`src/rtl/dmd_pkg.sv`:
```
package dmd_pkg;
  localparam int unsigned A_W = 4;
  localparam int unsigned M_W = 15;

  typedef struct packed {
    logic [A_W-1:0] a;
    logic [M_W-1:0] m;
  } div_word_t;
endpackage

```
`src/rtl/dmd_word_pick.sv`:
```
module dmd_word_pick
  import dmd_pkg::*;
(
  input  logic      sel_w1,
  input  logic      mode8,
  input  div_word_t w1,
  input  div_word_t w2,
  output div_word_t picked
);
  // live word, with the top A bit cleared in the short-ratio mode
  always_comb begin
    picked = sel_w1 ? w1 : w2;
    if (mode8) picked.a[A_W-1] = 1'b0;
  end
endmodule

```
`src/rtl/dmd_word_stage.sv`:
```
module dmd_word_stage
  import dmd_pkg::*;
#(
  parameter int unsigned HOLD_LIM = 3
) (
  input  logic           clk,
  input  logic           rst,
  input  logic           mode8,
  input  logic [M_W-1:0] m_rem,
  input  div_word_t      cand,
  output div_word_t      stage_q
);
  localparam logic [M_W-1:0] LIM = M_W'(HOLD_LIM);

  logic open_win;
  assign open_win = (m_rem > LIM);

  always_ff @(posedge clk) begin
    if (rst)           stage_q <= cand;
    else if (open_win) stage_q <= cand;
  end


  hold_window_chk: assert property (@(posedge clk) disable iff (rst)
    (m_rem <= LIM) |=> $stable(stage_q));


  stage_follow_chk: assert property (@(posedge clk) disable iff (rst)
    (m_rem > LIM) |=> (stage_q == $past(cand)));


  short_mask_chk: assert property (@(posedge clk) disable iff (rst)
    $past(rst && mode8) |-> (stage_q.a[A_W-1] == 1'b0));
endmodule

```
`src/rtl/dmd_count_core.sv`:
```
module dmd_count_core
  import dmd_pkg::*;
(
  input  logic           clk,
  input  logic           rst,
  input  div_word_t      reload_w,
  output logic [M_W-1:0] m_rem,
  output logic           mod_hi,
  output logic           div_q
);
  logic [A_W-1:0] a_rem;
  logic           at_end;

  assign at_end = (m_rem == M_W'(1));
  assign mod_hi = rst | (a_rem != '0);

  always_ff @(posedge clk) begin
    if (rst) begin
      m_rem <= reload_w.m;
      a_rem <= reload_w.a;
      div_q <= 1'b0;
    end else if (at_end) begin
      m_rem <= reload_w.m;
      a_rem <= reload_w.a;
      div_q <= 1'b1;
    end else begin
      m_rem <= m_rem - 1'b1;
      if (a_rem != '0) a_rem <= a_rem - 1'b1;
      div_q <= 1'b0;
    end
  end


  reload_chk: assert property (@(posedge clk) disable iff (rst)
    (m_rem == M_W'(1)) |=> (m_rem == $past(reload_w.m)));


  low_ratio_hold_chk: assert property (@(posedge clk) disable iff (rst)
    ((a_rem == '0) && (m_rem != M_W'(1))) |=> !mod_hi);


  single_pulse_chk: assert property (@(posedge clk) disable iff (rst)
    div_q |=> !div_q);
endmodule

```
`src/rtl/dmd_fb_divider.sv`:
```
module dmd_fb_divider
  import dmd_pkg::*;
#(
  parameter int unsigned HOLD_LIM = 3
) (
  input  logic           pre_clk,
  input  logic           rst,
  input  logic           mode8,
  input  logic           sel_w1,
  input  logic [A_W-1:0] w1_a,
  input  logic [M_W-1:0] w1_m,
  input  logic [A_W-1:0] w2_a,
  input  logic [M_W-1:0] w2_m,
  output logic           mod_hi,
  output logic           div_out
);
  div_word_t      w1, w2, cand, staged, reload_w;
  logic [M_W-1:0] m_rem;

  assign w1 = '{a: w1_a, m: w1_m};
  assign w2 = '{a: w2_a, m: w2_m};

  dmd_word_pick u_pick (
    .sel_w1 (sel_w1),
    .mode8  (mode8),
    .w1     (w1),
    .w2     (w2),
    .picked (cand)
  );

  dmd_word_stage #(.HOLD_LIM(HOLD_LIM)) u_stage (
    .clk     (pre_clk),
    .rst     (rst),
    .mode8   (mode8),
    .m_rem   (m_rem),
    .cand    (cand),
    .stage_q (staged)
  );

  // reset loads the live word directly; otherwise the staged copy
  assign reload_w = rst ? cand : staged;

  dmd_count_core u_core (
    .clk      (pre_clk),
    .rst      (rst),
    .reload_w (reload_w),
    .m_rem    (m_rem),
    .mod_hi   (mod_hi),
    .div_q    (div_out)
  );


  first_period_chk: assert property (@(posedge pre_clk) disable iff (rst)
    div_out |-> (mod_hi == (staged.a != '0)));
endmodule

```
`config.mk`:
```
export PLATFORM = sky130hd
export DESIGN_NAME = dmd_fb_divider
export DESIGN_NICKNAME = d
export VERILOG_FILES = /design/src/rtl/dmd_pkg.sv /design/src/rtl/dmd_word_pick.sv /design/src/rtl/dmd_word_stage.sv /design/src/rtl/dmd_count_core.sv /design/src/rtl/dmd_fb_divider.sv
export SDC_FILE = /design/constraint.sdc
export NUM_CORES = 1
export LEC_CHECK = 0
export ABC_CLOCK_PERIOD_IN_PS = 2300
export BUFFER_PORTS_ARGS = -buffer_cell sky130_fd_sc_hd__buf_4
export CELL_PAD_IN_SITES_DETAIL_PLACEMENT = 1
export CELL_PAD_IN_SITES_GLOBAL_PLACEMENT = 1
export CORE_MARGIN = 2
export CORE_UTILIZATION = 38
export CTS_BUF_LIST = sky130_fd_sc_hd__clkbuf_16
export DETAILED_ROUTE_END_ITERATION = 10
export PLACE_DENSITY = 0.76
export SKIP_CTS_REPAIR_TIMING = 1
export SYNTH_ARGS = -nofsm -noshare
export SYNTH_HDL_FRONTEND = slang
export SYNTH_SLANG_ARGS = --single-unit
```
`constraint.sdc`:
```
create_clock -name pre_clk -period 2.3 [get_ports pre_clk]
set_input_delay 0.575 -clock pre_clk [delete_from_list [all_inputs] [get_ports pre_clk]]
set_output_delay 0.575 -clock pre_clk [all_outputs]
set_load 0.02 [all_outputs]
```
==> results of run 1 <==
## layout make-up
type	instances	area, um2	share of cell area
clock buffers	5	125	0.0469
well taps	72	90.1	0.0338
multi-input cells	141	1010	0.378
repair buffers	52	390	0.146
inverters	8	30.0	0.0113
flip-flops and latches	39	1010	0.379
clock inverters	3	11.3	0.00423
## worst min-delay path by stage
stage	from	endpoint	slack (ns)	cells after the start
finish	u_stage.stage_q[2]	u_core.m_rem[2]	0.53	2
global route	u_stage.stage_q[6]	u_core.m_rem[6]	0.58	2
detailed placement	u_stage.stage_q[2]	u_core.m_rem[2]	0.54	2
floorplan	u_stage.stage_q[2]	u_core.m_rem[2]	0.49	2
CTS	u_stage.stage_q[2]	u_core.m_rem[2]	0.55	2
global placement	u_stage.stage_q[4]	u_core.m_rem[4]	0.52	2
## cell families after synthesis
family	count (synthesis)	synth area share
simple gates	63	0.160
compound gates	41	0.126
flops	39	0.480
mux	27	0.139
buf+inv	20	0.0451
xor+xnor	5	0.0208
fa+ha+maj	5	0.0297
## cell usage in the layout, fill, tap and decap left out, types with 3 or more instances in the layout
| cell type | instances |
|---|---|
| a21oi_1 | 6 |
| buf_4 | 52 |
| dfxtp_1 | 16 |
| o21ai_0 | 19 |
| edfxtp_1 | 23 |
| ha_1 | 5 |
| xor2_1 | 3 |
| mux2_2 | 18 |
| nor3_1 | 17 |
| inv_1 | 9 |
| or4_1 | 3 |
| mux2i_1 | 9 |
| or3_1 | 3 |
| o31a_1 | 3 |
| nor2_1 | 15 |
| clkbuf_16 | 5 |
| nand2_1 | 14 |
## metal layers
metal	part of all wire	up-vias	wire length [um]	GRT usage
met3	0.032	9	165	0.0368
li1	-	831	-	-
met1	0.44	822	2240	0.224
met4	0.017	0	85	0.0702
met2	0.51	37	2590	0.318
met5	0	-	0	0
## synth_stat cells (2+ instances only)
cell type	count	share of area
edfxtp_1	23	0.33
o21ai_0	19	0.045
mux2_2	18	0.096
nor3_1	17	0.040
dfxtp_1	16	0.15
nor2_1	15	0.027
nand2_1	14	0.025
mux2i_1	9	0.043
clkbuf_1	8	0.014
inv_1	8	0.014
a21oi_1	6	0.014
ha_1	5	0.030
o31a_1	3	0.012
or3_1	3	0.0089
or4_1	3	0.011
xor2_1	3	0.012
a311oi_1	2	0.0083
nand2b_1	2	0.0059
nand3_1	2	0.0047
o21a_1	2	0.0071
o21ai_1	2	0.0047
o31ai_1	2	0.0071
xnor2_1	2	0.0083
## sequential cells by signal (all words and copies together) (netlist names)
register,count
u_core.m_rem,15
u_core.a_rem,4
u_stage.stage_q,19
u_core.div_q,1
## worst max-delay path, cell delays in order, from the launching register on
cell and delay (ns):
dfxtp_1 0.34, or4_1 0.55, or4b_4 0.69, mux2i_1 0.21, o21ai_0 0.11
## report_power, final
part           internal [mW]  switching, mW  total (mW)
Clock                  0.390          0.261       0.651
Sequential             0.825         0.0593       0.885
Combinational          0.177          0.168       0.345
Total                   1.39          0.488        1.88
## metrics by stage
step / hold WS, ns / worst slack (ns)
final: 0.533 / 0.124
after global routing: 0.581 / 0.0334
after CTS: 0.546 / 0.128
after detailed placement: 0.537 / 0.131
after global placement: 0.517 / 0.217
after floorplan: 0.493 / 0.104
==> qor.csv, run 1 <==
stage,metric,value,unit
layout,Post-layout nets,294,
layout,layout cells sized above 1,0.335,
clocking,clk root buf,clkbuf_16,
sta,setup_tns,0,ns
clocking,CTS tree,yes,
layout,"Core Util, Final",0.490,
layout,area grow syn2layout,26.4,%
logic_synthesis,synthesized area per cell,10.5,um2
floorplan,IO Pins,44,
logic_synthesis,Post-synth EDFFs,23,
clocking,"Clk Latency, worst-skew pair",0.28,ns
layout,Antenna diodes,0,
worst_setup_path,Worst Setup Start Kind,register,
sta,normalized max-slew margin,0.739,
logic_synthesis,Async SR Flop Fraction,0,
worst_setup_path,crit path capture,u_core.a_rem[3],
worst_setup_path,CP Capture Type,register,
place,hpwl dp,3660,um
worst_setup_path,CP arrival,2.19,ns
layout,Finished Cell Area,0.00267,mm2
clocking,CTS Buf Count,5,
sta,Final period util,0.946,
route,routed vias/inst,5.31,
logic_synthesis,"Seq/Total Area, Yosys",0.480,
layout,final cell count without fillers,320,
logic_synthesis,Synth cell types,39,
floorplan,Die W,78.5,um
worst_setup_path,crit-path max FO,18,
worst_setup_path,reg-to-reg startpoint,u_core.m_rem[5],
sta,Peak Freq,460,MHz
global_route,gr usage total,0.183,
route,DR pass1 iterations,4,
floorplan,Initial Utilization,0.388,
worst_setup_path,CP Class,register to register,
place,Placed Area,0.00253,mm2
global_route,first-pass GRT wire length,8670,um
worst_setup_path,worst r2r path cells,4,
power,leakage power,1.11,nW
place,final RePlAce weighted congestion,0.789,
floorplan,Cell Rows,27,
clocking,Max Root-Sink Buffers,2,
hold_path,HP Class,register to register,
global_route,number of antenna violations at the first check in global routing,0,
power,power density over cell area,706,mW/mm2
route,Via Count,1699,
sta,minimum clock period,2.18,ns
outcome,run status,"finished, final reports clean",
clocking,H-tree Lvls,2,
power,peak supply drop,0.361,mV
floorplan,die height,78.5,um
sta,Worst-Margin Slew,0.392,ns
route,final wirelength,5080,um
sta,Final Hold Viols,0,
route,post-route DRC violation count,0,
logic_synthesis,#FFs+latches synth,39,
floorplan,total die area,0.00616,mm2
global_route,pin count of the biggest net entering global routing,25,
place,placed instance count,312,
clocking,clock-pin slew of the registers on the worst-case setup and hold paths,0.06,ns
logic_synthesis,synth warn,0,
sta,RSZ-0062 raised after global routing,no,
logic_synthesis,Post-Synthesis Cells,200,
floorplan,Core Box Area,0.00544,mm2
logic_synthesis,Mapped Nets,247,
sta,Max Slew Vio Count,0,
worst_setup_path,"Req. time, crit path",2.31,ns
worst_setup_path,Crit. Startpoint,u_core.m_rem[5],
place,Port Buffer Count,43,
clocking,clock sink count,39,
sta,setup skew after layout,0.00470,ns
global_route,vias in the first global route,1808,
worst_setup_path,"reg-to-reg slack, setup",0.12,ns
layout,fillers,598,
worst_setup_path,reg2reg end,u_core.a_rem[3],
job,number of max-cap violations,0,
logic_synthesis,synthesized area,0.00211,mm2
sta,endpoints failing setup,0,
power,total power draw,1.88,mW
global_route,gr ovfl total,0,
route,Routed WL per cell,15.9,um
route,Antenna Nets Post-Route,0,
route,starting DRC count in detailed routing,96,
logic_synthesis,Most used DFF post-synth,edfxtp_1,
No activity file was read; power rests on OpenSTA's default activity.
==> run 2: changes to the inputs <==
Settings changed: ABC_CLOCK_PERIOD_IN_PS 2300 to 2500, CORE_UTILIZATION 38 to 42, CTS_CLUSTER_DIAMETER set to 60, PLACE_DENSITY 0.76 to 0.79.
Clock period 2.3 ns to 2.5 ns, I/O delays scaled along.
==> run 2 against run 1 <==
Compared with the run above: utilization is 6.0 points higher; flip-flop and latch count stayed put; non-clock buffer count is 3 lower; worst setup slack better by 0.14 ns; sequential power is 7.7% lower; first-iteration DRC count is 43% higher; worst hold slack better by 0.0056 ns; clock skew is 0.0011 ns higher; cell count is 2.5% lower; clock power is 8.8% lower; sequential share of layout area is 0.47 points higher; critical path depth is 1 lower; critical path type unchanged.
==> qor.csv, run 2 (synthesized netlist as in run 1, its figures left out) <==
stage,metric,value,unit
power,power density over cell area,654,mW/mm2
route,post-route DRC violation count,0,
worst_setup_path,worst r2r path cells,3,
worst_setup_path,Worst Setup Start Kind,register,
layout,area grow syn2layout,24.9,%
power,Int Pwr,1.28,mW
worst_setup_path,"Req. time, crit path",2.47,ns
sta,Peak Freq,447,MHz
clocking,Max Root-Sink Buffers,2,
sta,Max Slew Vio Count,0,
layout,Antenna diodes,0,
layout,Finished Cell Area,0.00263,mm2
worst_setup_path,reg2reg end,u_core.a_rem[3],
power,Clk pwr share,0.345,
layout,"most common cell after layout, fill and taps aside",buf_4,
hold_path,Hold Crit Start,u_stage.stage_q[5],
floorplan,total die area,0.00560,mm2
sta,Final Hold Viols,0,
floorplan,die height,74.9,um
sta,normalized max-slew margin,0.687,
layout,fillers,554,
global_route,gr usage total,0.199,
power,switching share of power,0.257,
floorplan,Cell Rows,25,
global_route,gr ovfl total,0,
hold_path,HP Class,register to register,
place,final RePlAce weighted congestion,0.778,
clocking,H-tree Lvls,2,
sta,Final period util,0.895,
sta,Hold WS,0.539,ns
power,combinational share of power,0.180,
clocking,clk root buf,clkbuf_16,
place,Placed Area,0.00249,mm2
layout,layout cells sized above 1,0.327,
hold_path,Hold Crit Depth,2,
worst_setup_path,Worst Path Buf+Inv,0,
power,leakage power,1.10,nW
sta,setup_tns,0,ns
route,Via Count,1693,
place,hpwl dp,3540,um
clocking,CTS Buf Count,5,
worst_setup_path,WP depth,3,
clocking,CTS tree,yes,
global_route,pin count of the biggest net entering global routing,25,
clocking,clock-pin slew of the registers on the worst-case setup and hold paths,0.06,ns
job,number of max-cap violations,0,
sta,Worst-Margin Slew,0.467,ns
worst_setup_path,"Max stage delay cell, worst path",or4b_4,
layout,largest registers,"u_stage.stage_q (19), u_core.m_rem (15), u_core.a_rem (4)",
global_route,vias in the first global route,1747,
route,Routed WL per cell,16.2,um
floorplan,Initial Utilization,0.441,
outcome,run status,"finished, final reports clean",
worst_setup_path,crit-path max FO,18,
route,Antenna Nets Post-Route,0,
place,Port Buffer Count,43,
global_route,first-pass GRT wire length,8360,um
worst_setup_path,CP arrival,2.21,ns
layout,Post-layout nets,291,
sta,endpoints failing setup,0,
worst_setup_path,CP Class,register to register,
floorplan,Die W,74.9,um
worst_setup_path,largest stage delay on the critical path,0.72,ns
route,DR pass1 iterations,4,
worst_setup_path,reg-to-reg startpoint,u_core.m_rem[5],
layout,Biggest register,u_stage.stage_q,
worst_setup_path,CP Capture Type,register,
route,routed vias/inst,5.43,
power,sw power,443,uW
global_route,number of antenna violations at the first check in global routing,0,
clocking,clock sink count,39,
layout,max reg flops,19,
power,sequential share of power,0.475,
sta,RSZ-0062 raised after global routing,no,
worst_setup_path,CP Cell Sequence,or4_1 -> or4b_4 -> nand2b_1,
sta,setup skew after layout,0.00584,ns
worst_setup_path,"reg-to-reg slack, setup",0.26,ns
route,final wirelength,5040,um
floorplan,Core Box Area,0.00479,mm2
worst_setup_path,crit-path leading delay family,simple AND/OR/NAND/NOR gates,
route,starting DRC count in detailed routing,137,
layout,most frequent cells in the layout,"buf_4 (49), edfxtp_1 (23), o21ai_0 (19)",
sta,minimum clock period,2.24,ns
power,peak supply drop,0.415,mV
hold_path,Hold Path End,u_core.m_rem[5],
clocking,"Clk Latency, worst-skew pair",0.28,ns
floorplan,IO Pins,44,
## run 2: how the worst max path moves through the flow
| stage | start | end | slack [ns] |
|---|---|---|---|
| 2_1_floorplan | u_core.m_rem[10] | u_stage.stage_q[0] | 0.18 |
| 3_3_place_gp | u_core.m_rem[5] | u_core.a_rem[1] | 0.33 |
| 3_5_place_dp | u_core.m_rem[5] | u_core.a_rem[3] | 0.27 |
| 4_1_cts | u_core.m_rem[11] | u_core.a_rem[3] | 0.27 |
| 5_1_grt | u_core.m_rem[1] | u_core.a_rem[3] | 0.13 |
| 6_report | u_core.m_rem[5] | u_core.a_rem[3] | 0.26 |
## run 2: area by class of cell
| cell class | count | area, um2 | share of cell area |
|---|---|---|---|
| Sequential cell | 39 | 1010 | 0.384 |
| Multi-Input combinational cell | 141 | 1000 | 0.381 |
| Timing Repair Buffer | 49 | 368 | 0.140 |
| Clock buffer | 5 | 125 | 0.0475 |
| Tap cell | 67 | 83.8 | 0.0318 |
| Inverter | 8 | 30.0 | 0.0114 |
| Clock inverter | 3 | 12.5 | 0.00475 |
## run 2: metal layers
layer	wire length (um)	vias up	global-route usage
met5	0	-	0
met3	176	11	0.0348
met2	2480	39	0.332
li1	-	824	-
met1	2260	819	0.254
met4	119	0	0.0873
## run 2: per-stage QoR
stage               setup slack, ns  total power [mW]  std cells   util
detailed placement            0.274              1.14        304  0.521
finish                        0.263              1.72        312  0.550
global placement              0.334              1.12        304  0.521
CTS                           0.266              1.74        312  0.550
floorplan                     0.182              1.02        200      -
global route                  0.128              1.81        312  0.550
## run 2: worst min-delay path, cell delays in order (launching register included)
cell	delay (ns)
edfxtp_1	0.31
o21ai_0	0.07
o21ai_0	0.12
## run 2: power by group through the flow
stage / sequential [mW] / combinational (mW) / clock, mW
2_1_floorplan: 0.810 / 0.210 / 0
3_3_place_gp: 0.823 / 0.296 / 0
3_5_place_dp: 0.828 / 0.309 / 0
4_1_cts: 0.815 / 0.315 / 0.607
5_1_grt: 0.826 / 0.349 / 0.632
6_report: 0.817 / 0.310 / 0.594
